`src/rtl/ptw_pkg.sv`:
```
package ptw_pkg;
   typedef enum logic [1:0] {
      ACC_LOAD  = 2'd0,
      ACC_STORE = 2'd1,
      ACC_FETCH = 2'd2,
      ACC_RSVD  = 2'd3
   } access_e;

   // last member is bit 0
   typedef struct packed {
      logic d;
      logic a;
      logic g;
      logic u;
      logic x;
      logic w;
      logic r;
      logic v;
   } pte_flags_t;

   typedef enum logic [1:0] {
      WS_IDLE,
      WS_READ,
      WS_WAIT,
      WS_DONE
   } walk_state_e;
endpackage

```
`src/rtl/ptw_entry_decode.sv`:
```
module ptw_entry_decode
   import ptw_pkg::*;
#(
   parameter int PTE_BITS = 64,
   parameter int PPN_BITS = 44
) (
   input  logic [PTE_BITS-1:0] pte,
   output pte_flags_t          flags,
   output logic [PPN_BITS-1:0] ppn,
   output logic                is_bad,
   output logic                is_ptr,
   output logic                is_leaf
);
   localparam int PPN_LSB = 10;

   logic any_perm;
   logic unused_bits;

   assign flags    = pte_flags_t'(pte[7:0]);
   assign ppn      = pte[PPN_LSB +: PPN_BITS];
   assign any_perm = flags.r | flags.w | flags.x;
   assign is_bad   = !flags.v || (flags.w && !flags.r);
   assign is_ptr   = !is_bad && !any_perm;
   assign is_leaf  = !is_bad && any_perm;

   generate
      if (PTE_BITS > PPN_LSB + PPN_BITS) begin : g_hi
         assign unused_bits = ^{pte[9:8], pte[PTE_BITS-1:PPN_LSB+PPN_BITS]};
      end else begin : g_nohi
         assign unused_bits = ^pte[9:8];
      end
   endgenerate
endmodule

```
`src/rtl/ptw_leaf_check.sv`:
```
module ptw_leaf_check
   import ptw_pkg::*;
#(
   parameter bit USER_CHECK = 1'b1
) (
   input  pte_flags_t flags,
   input  access_e    kind,
   input  logic       user,
   output logic       deny
);
   logic need_ok;
   logic priv_ok;
   logic unused_flags;

   assign unused_flags = ^{flags.g, flags.a, flags.d, flags.v};

   always_comb begin
      unique case (kind)
         ACC_LOAD:  need_ok = flags.r;
         ACC_STORE: need_ok = flags.w;
         ACC_FETCH: need_ok = flags.x;
         default:   need_ok = 1'b0;
      endcase
   end

   generate
      if (USER_CHECK) begin : g_priv
         assign priv_ok = !user || flags.u;
      end else begin : g_nopriv
         assign priv_ok = 1'b1 | (user & flags.u);
      end
   endgenerate

   assign deny = !(need_ok && priv_ok);
endmodule

```
`src/rtl/ptw_entry_addr.sv`:
```
module ptw_entry_addr #(
   parameter int VA_BITS     = 39,
   parameter int LEVELS      = 3,
   parameter int IDX_BITS    = 9,
   parameter int OFF_BITS    = 12,
   parameter int PPN_BITS    = 44,
   parameter int ENTRY_SHIFT = 3,
   parameter int LVL_W       = 2
) (
   input  logic [PPN_BITS-1:0]          table_ppn,
   input  logic [VA_BITS-1:0]           vaddr,
   input  logic [LVL_W-1:0]             level,
   output logic [PPN_BITS+OFF_BITS-1:0] addr
);
   logic [IDX_BITS-1:0] idx_by_lvl [LEVELS];
   logic                unused_off;

   generate
      for (genvar l = 0; l < LEVELS; l++) begin : g_idx
         assign idx_by_lvl[l] = vaddr[OFF_BITS + l*IDX_BITS +: IDX_BITS];
      end
   endgenerate

   assign unused_off = ^vaddr[OFF_BITS-1:0];
   assign addr = {table_ppn, idx_by_lvl[level], {ENTRY_SHIFT{1'b0}}};
endmodule

```
`src/rtl/vmap_walker.sv`:
```
module vmap_walker
   import ptw_pkg::*;
#(
   parameter int VA_BITS    = 39,
   parameter int LEVELS     = 3,
   parameter int IDX_BITS   = 9,
   parameter int OFF_BITS   = 12,
   parameter int PPN_BITS   = 44,
   parameter int PTE_BITS   = 64,
   parameter bit USER_CHECK = 1'b1,
   localparam int PA_BITS     = PPN_BITS + OFF_BITS,
   localparam int LVL_W       = $clog2(LEVELS),
   localparam int ENTRY_SHIFT = $clog2(PTE_BITS / 8)
) (
   input  logic                clk,
   input  logic                rst_n,
   input  logic [PPN_BITS-1:0] root_ppn,
   input  logic                req_valid,
   output logic                req_ready,
   input  logic [VA_BITS-1:0]  req_vaddr,
   input  logic [1:0]          req_kind,
   input  logic                req_user,
   output logic                mem_req_valid,
   output logic [PA_BITS-1:0]  mem_req_addr,
   input  logic                mem_rsp_valid,
   input  logic [PTE_BITS-1:0] mem_rsp_data,
   output logic                done_valid,
   output logic                done_fault,
   output logic [PA_BITS-1:0]  done_paddr
);
   // elaboration checks
   generate
      if (LEVELS < 2) begin : g_chk_lv
         $error("walker needs at least two levels");
      end
      if (VA_BITS != OFF_BITS + LEVELS * IDX_BITS) begin : g_chk_va
         $error("virtual width does not match offset plus indices");
      end
      if (IDX_BITS + ENTRY_SHIFT != OFF_BITS) begin : g_chk_pg
         $error("one table must fill exactly one page");
      end
      if (PTE_BITS < 10 + PPN_BITS) begin : g_chk_pte
         $error("entry too narrow for its page number");
      end
   endgenerate

   walk_state_e         state;
   logic [LVL_W-1:0]    level;
   logic [PPN_BITS-1:0] table_ppn;
   logic [VA_BITS-1:0]  va_q;
   access_e             kind_q;
   logic                user_q;
   logic                fault_q;
   logic [PA_BITS-1:0]  paddr_q;

   pte_flags_t          dec_flags;
   logic [PPN_BITS-1:0] dec_ppn;
   logic                dec_bad;
   logic                dec_ptr;
   logic                dec_leaf;
   logic                deny;
   logic                at_bottom;

   ptw_entry_decode #(.PTE_BITS(PTE_BITS), .PPN_BITS(PPN_BITS)) decode_i (
      .pte     (mem_rsp_data),
      .flags   (dec_flags),
      .ppn     (dec_ppn),
      .is_bad  (dec_bad),
      .is_ptr  (dec_ptr),
      .is_leaf (dec_leaf)
   );

   ptw_leaf_check #(.USER_CHECK(USER_CHECK)) perm_i (
      .flags (dec_flags),
      .kind  (kind_q),
      .user  (user_q),
      .deny  (deny)
   );

   ptw_entry_addr #(
      .VA_BITS     (VA_BITS),
      .LEVELS      (LEVELS),
      .IDX_BITS    (IDX_BITS),
      .OFF_BITS    (OFF_BITS),
      .PPN_BITS    (PPN_BITS),
      .ENTRY_SHIFT (ENTRY_SHIFT),
      .LVL_W       (LVL_W)
   ) addr_i (
      .table_ppn (table_ppn),
      .vaddr     (va_q),
      .level     (level),
      .addr      (mem_req_addr)
   );

   assign at_bottom = (level == '0);

   always_ff @(posedge clk or negedge rst_n) begin
      if (!rst_n) begin
         state     <= WS_IDLE;
         level     <= '0;
         table_ppn <= '0;
         va_q      <= '0;
         kind_q    <= ACC_LOAD;
         user_q    <= 1'b0;
         fault_q   <= 1'b0;
         paddr_q   <= '0;
      end else begin
         unique case (state)
            WS_IDLE: if (req_valid) begin
               state     <= WS_READ;
               level     <= LVL_W'(LEVELS - 1);
               table_ppn <= root_ppn;
               va_q      <= req_vaddr;
               kind_q    <= access_e'(req_kind);
               user_q    <= req_user;
               fault_q   <= 1'b0;
               paddr_q   <= '0;
            end
            WS_READ: state <= WS_WAIT;
            WS_WAIT: if (mem_rsp_valid) begin
               if (dec_bad) begin
                  fault_q <= 1'b1;
                  state   <= WS_DONE;
               end else if (dec_ptr) begin
                  if (at_bottom) begin
                     fault_q <= 1'b1;
                     state   <= WS_DONE;
                  end else begin
                     level     <= level - 1'b1;
                     table_ppn <= dec_ppn;
                     state     <= WS_READ;
                  end
               end else begin
                  if (!at_bottom || deny || !dec_leaf) begin
                     fault_q <= 1'b1;
                  end else begin
                     paddr_q <= {dec_ppn, va_q[OFF_BITS-1:0]};
                  end
                  state <= WS_DONE;
               end
            end
            default: state <= WS_IDLE;
         endcase
      end
   end

   assign req_ready     = (state == WS_IDLE);
   assign mem_req_valid = (state == WS_READ);
   assign done_valid    = (state == WS_DONE);
   assign done_fault    = fault_q;
   assign done_paddr    = paddr_q;

   assert_one_read_R7: assert property (@(posedge clk) disable iff (!rst_n)
      mem_req_valid |=> !mem_req_valid);

   assert_no_read_busy_R8: assert property (@(posedge clk) disable iff (!rst_n)
      mem_req_valid |-> !req_ready);

   assert_accept_read_R9: assert property (@(posedge clk) disable iff (!rst_n)
      (req_valid && req_ready) |=> mem_req_valid);

   assert_done_pulse_R9: assert property (@(posedge clk) disable iff (!rst_n)
      done_valid |=> (!done_valid && req_ready));

   assert_bad_entry_R4: assert property (@(posedge clk) disable iff (!rst_n)
      (state == WS_WAIT && mem_rsp_valid && !dec_flags.v) |=> (done_valid && done_fault));

   assert_upper_leaf_R5: assert property (@(posedge clk) disable iff (!rst_n)
      (state == WS_WAIT && mem_rsp_valid && dec_leaf && !at_bottom) |=> (done_valid && done_fault));
endmodule

```
`config.mk`:
```
export PLATFORM = sky130hd
export DESIGN_NAME = vmap_walker
export DESIGN_NICKNAME = d
export VERILOG_FILES = /design/src/rtl/ptw_pkg.sv /design/src/rtl/ptw_entry_decode.sv /design/src/rtl/ptw_leaf_check.sv /design/src/rtl/ptw_entry_addr.sv /design/src/rtl/vmap_walker.sv
export SDC_FILE = /design/constraint.sdc
export NUM_CORES = 1
export LEC_CHECK = 0
export BUFFER_PORTS_ARGS = -buffer_cell sky130_fd_sc_hd__buf_2
export CORE_MARGIN = 2
export CORE_UTILIZATION = 49
export CTS_BUF_LIST = sky130_fd_sc_hd__clkbuf_8
export CTS_CLUSTER_DIAMETER = 40
export DETAILED_ROUTE_END_ITERATION = 16
export PLACE_DENSITY = 0.88
export RECOVER_POWER = 100
export SLEW_MARGIN = 10
export SYNTH_ARGS = -nofsm -noshare
export SYNTH_HDL_FRONTEND = slang
export SYNTH_SLANG_ARGS = --single-unit
```
`constraint.sdc`:
```
create_clock -name clk -period 2.6 [get_ports clk]
set_input_delay 0.39 -clock clk [delete_from_list [all_inputs] [get_ports clk]]
set_output_delay 0.39 -clock clk [all_outputs]
set_load 0.01 [all_outputs]
```
# Yosys cells after proc, flatten, opt, wreduce, memory -nomap -nowiden
# Index checks and enable logic that the tools add are counted.
# word_totals
word_cells	87
mem_bits_rw	0
rom_bits	0
reg_bits	147
mem_count	0
in_bits	154
out_inout_bits	116
latch_bits	0
# classes
bitwise	3
shift	0
reduce_logical	25
addsub	1
magnitude_cmp	1
n_mul	0
div	0
mux	35
eq_ne	14
# ops
operator	count
56-bit 2-to-1 mux	5
44-bit 2-to-1 mux	5
56-bit one-hot mux with 2 select lines	1
44-bit one-hot mux with 2 select lines	1
2-bit 2-to-1 mux	10
9-bit binary-select mux with 2-bit select	1
9-bit 2-to-1 mux	2
2-bit != test (second input constant)	7
6-bit AND reduction	2
1-bit zero test	8
4-bit by 3-bit != test with 1-bit output (second input constant)	2
2-bit equality test (second input constant)	3
2-bit zero test	3
1-bit 2-to-1 mux	6
2-bit one-hot mux with 3 select lines	1
5-bit AND reduction	1
2-bit by 1-bit equality test with 1-bit output (second input constant)	2
1-bit logical AND	4
1-bit logical OR	4
2-bit one-hot mux with 2 select lines	1
2-bit AND reduction	2
3-bit greater-or-equal comparator (second input constant)	1
2-bit NOT with 3-bit output	1
1-bit one-hot mux with 3 select lines	1
other kinds (4)	5

# Logic depth before layout (Yosys ltp)
# logic_depth
word_depth	12
depth_mapped	9

# By module
# A second synthesis with hierarchy kept.
# unflattened
cells_unflattened	719
hier_area_um2	8155.3
# modules_own_cells
module	instances	cells_per_inst	area_per_inst_um2	seq_area_each_um2
vmap_walker	1	587	7119.3	3678.5
ptw_entry_addr	1	70	576.8	0.0
ptw_entry_decode	1	57	427.9	0.0
ptw_leaf_check	1	5	31.3	0.0

# Worst setup path after synthesis
# No wires, ideal clock.
# synth_timing
path_type	flip-flop to flip-flop
startpoint	reg level[1]
endpoint	reg level[0]
period_less_slack_ns	2.202
setup_time_ns	0.125
slack_ns	0.398
arrival_ns	2.077
stages_incl_launch_ff	9
cell_sequence	dfrtp_1 -> buf_1 -> inv_1 -> ha_1 -> nor2_1 -> and4_1 -> o21ai_2 -> buf_2 -> mux2_2
# synth_between
elab_chain_cells	3
# synth_rtl
item	line	source
start: declaration	vmap_walker.sv:48	logic [LVL_W-1:0] level;
start signal: assignment	vmap_walker.sv:111	level <= LVL_W'(LEVELS - 1);
start signal: assignment	vmap_walker.sv:129	level <= level - 1'b1;
2-bit zero test	vmap_walker.sv:95	assign at_bottom = (level == '0);
2-bit != test (no source line)	-	
6-bit AND reduction (no source line)	-	
# Every way passes these cells.
# A chain may end at the register's enable or synchronous reset.

# Final worst setup path
# layout_timing
startpoint	reg state[1]
endpoint	reg paddr_q[36], in the netlist done_paddr[36]
# layout_between
elab_chain_cells	3
elab_cells_between_ends	10
classes_between	eq/ne (6); mux (1); reduce/logical (3)
# layout_rtl
item	line	source
start: declaration	vmap_walker.sv:47	walk_state_e state;
start signal: assignment	vmap_walker.sv:99	state <= WS_IDLE;
start signal: assignment	vmap_walker.sv:110	state <= WS_READ;
start signal: assignment	vmap_walker.sv:119	WS_READ: state <= WS_WAIT;
2-bit equality test / 2-bit zero test (equally long branches)	vmap_walker.sv:108	unique case (state)
2-bit != test (no source line) / 2-bit nonzero test (equally long branches)	-	
6-bit AND reduction (no source line)	-	
end signal: assignment	vmap_walker.sv:137	paddr_q <= {dec_ppn, va_q[OFF_BITS-1:0]};
end: declaration	vmap_walker.sv:54	logic [PA_BITS-1:0] paddr_q;
# Several ways; a longest one is shown, not always the timed one.

==> flow_metrics.env <==
export IMPL_ys_types=35
export IMPL_p_per_area_nw_per_um2=1050
export IMPL_async_flop_share_pct=100
export IMPL_grt_use_met3_pct=8.53
export IMPL_grt_use_met1_pct=28.6
export IMPL_crit_slowest_cell="or3_2"
export IMPL_placed_cells=923
export IMPL_crit_fanout=40
export IMPL_grt_use_met2_pct=42.5
export IMPL_design_core_area_um2=12600
export IMPL_finalNetCount=926
export IMPL_hold_violations=0
export IMPL_start_kind="flop"
export IMPL_worst_path_buf_inv=1
export IMPL_wl_mm=16.8
export IMPL_setup_tns_ps=0
export IMPL_critical_path_required_ps=2930
export IMPL_numPortBuffers=251
export IMPL_num_vias=5181
export IMPL_crit_type="flop to flop"
export IMPL_dieArea_um2=13800
export IMPL_dp_hpwl_mm=11.5
export IMPL_num_rows=41
export IMPL_clk_latency_ps=450
export IMPL_drtIter0Drc=294
export IMPL_endpoint="done_paddr[36]"
export IMPL_min_period_ps=2300
export IMPL_critical_path_max_stage_delay_ps=820
export IMPL_grt_ovfl_total=0
export IMPL_wire_per_inst_um=17.6
export IMPL_fin_skew_ps=12.8
export IMPL_finalInstanceArea_um2=8050
export IMPL_maxSlewHeadroom_pct=9.43
export IMPL_drive_gt1_share_pct=34.4
export IMPL_cts_buffers=17
export IMPL_r2r_end="done_paddr[36]"
export IMPL_crit_path_cell_trace="mux2i_1 > or3_2 > buf_4 > a32o_1"
export IMPL_io_pins=270
export IMPL_fmax_mhz=434
export IMPL_cap_violations=0
export IMPL_syn_cell_area_um2=6310
export IMPL_grt_busiest_layer="met2"
export IMPL_reg2regPathDepth=4
export IMPL_p_leak_nw=3.97
export IMPL_grt_antenna_before_repair=0
export IMPL_status="finished clean"
export IMPL_post_cts_buffers=0
export IMPL_setup_viol=0
export IMPL_r2r_start="state[1]"
export IMPL_cts_root_buf="clkbuf_8"
export IMPL_firstDrtPassIters=5
export IMPL_syn_inst=526
export IMPL_clockBufferDepth=2
export IMPL_path_clk_slew_ps=80
export IMPL_pre_cts_slack_ps=517
export IMPL_finalNonFillerCells=956
export IMPL_synth_edf_count=0
export IMPL_end_kind="flop"
export IMPL_cp_top_family="simple AND/OR/NAND/NOR gates"
export IMPL_dpl_cell_area_um2=7780
export IMPL_grt_max_degree=60
export IMPL_globalplace_congestion=0.821
export IMPL_via_per_inst=5.42
export IMPL_seq_area_frac_synth_pct=58.3
export IMPL_antenna_cells=0
export IMPL_h_tree_depth=4
export IMPL_finalCritPeriodShare_pct=88.6
export IMPL_cp_depth=4
export IMPL_start_util_pct=50.0
export IMPL_hold_path_class="input pin to flop"
export IMPL_avgSynthCellArea_um2=12.0
export IMPL_clkSinkCount=147
export IMPL_postRouteAntennaNets=0
export IMPL_grt_pass1_wl_mm=26.6
export IMPL_worst_ep_arrival_time_ps=2630
export IMPL_grt_pass1_vias=5268
export IMPL_drcViolationCount=0
export IMPL_track_usage_pct=24.6
export IMPL_ys_warn_count=0
export IMPL_die_w_um=117
export IMPL_area_growth_pct=27.6
export IMPL_worst_pin_slew_ps=1360
export IMPL_rsz0062_at_grt="no"
export IMPL_setup_ws_ps=295
export IMPL_crit_start="state[1]"
export IMPL_ys_ff_latch=147
export IMPL_r2r_setup_slack_ps=300
export IMPL_synthFlopType="dfrtp_1"
export IMPL_irDropWorstVdd_uv=735
export IMPL_die_h_um=117
export IMPL_cts_tree="yes"
export IMPL_final_max_slew_viol_count=0
where the power goes:
group / switching [mW] / internal (mW)
registers: 0.391 / 3.02
clock network: 0.864 / 1.13
logic: 1.64 / 1.41
synthesized netlist by cell type (all sizes together), types with 2 or more instances:
cell | instances | area, µm²
clkbuf | 14 | 52.6
dfrtp | 147 | 3680
nor2 | 5 | 21.3
nor2b | 2 | 12.5
mux2 | 87 | 980
inv | 5 | 18.8
mux2i | 10 | 100
nand2 | 143 | 537
o21ai | 10 | 53.8
a32o | 56 | 561
o22ai | 2 | 12.5
buf | 28 | 155
flip-flops by register name (all words and copies together) (netlist names):
register	count
done_paddr	56
table_ppn	44
va_q	39
kind_q	2
level	2
state	2
done_fault	1
user_q	1
repair_timing:
action                                  CTS  global route
resized for setup                         0             0
hold buffers                              1             0
endpoints found under the hold margin    50             0
endpoints found under the setup margin    0             0
stage by stage:
step | total power [mW] | utilization [%] | hold WS, ps
2_1_floorplan | 5.46 | - | 94.4
3_3_place_gp | 6.54 | 61.6 | 374
3_5_place_dp | 6.68 | 61.6 | 379
4_1_cts | 8.68 | 65.3 | 134
5_1_grt | 8.96 | 63.8 | 127
6_report | 8.46 | 63.8 | 172
worst min path at each step:
stage	cells past startpoint	startpoint	to	slack (ps)
final	2	req_vaddr[13]	va_q[13]	170
after floorplan	0	rst_n	done_fault	90
after detailed placement	1	rst_n	va_q[30]	380
after CTS	2	req_vaddr[21]	va_q[21]	130
after global routing	2	req_vaddr[21]	va_q[21]	130
after global placement	1	rst_n	va_q[30]	370
layer usage:
layer	wire length [µm]	vias up	part of all wire (%)
met5	0	-	0
met3	1320	27	7.9
met2	8640	237	51
met1	6520	2564	39
li1	-	2353	-
met4	301	0	1.8
cell families (layout without fill, tap and decap cells):
group / Yosys count / in the layout / share of synthesized area [%]
XOR/XNOR: 1 / 1 / 0.139
other: 1 / 3 / 0.0594
AND/OR/NAND/NOR: 158 / 158 / 9.91
buffers and inverters: 47 / 303 / 3.59
flip-flops: 147 / 147 / 58.3
AO/OA/AOI/OAI: 74 / 74 / 10.7
adder cells (fa/ha/maj): 1 / 1 / 0.198
multiplexers: 97 / 97 / 17.1
cells in the final DEF, fill, tap and decap left out, types with 3 or more instances in the layout:
cell type	n
a32o_1	56
clkinvlp_4	3
nor2_1	5
clkbuf_8	17
nand2_1	143
clkbuf_1	112
clkbuf_2	5
mux2i_1	10
buf_4	6
bufinv_16	5
mux2_1	5
buf_12	4
buf_2	138
inv_1	7
o21ai_0	10
conb_1	3
dfrtp_1	147
clkinv_4	3
mux2_2	82
cell type report:
type                    count  area [µm²]
multi-input cells         334        2420
inverters                   5        18.8
repair buffers            266        1270
flip-flops and latches    147        3680
clock inverters            15         216
clock buffers              17         234
well taps                 172         215
fillers                  1068        4570
No activity file was read; power rests on OpenSTA's default activity.
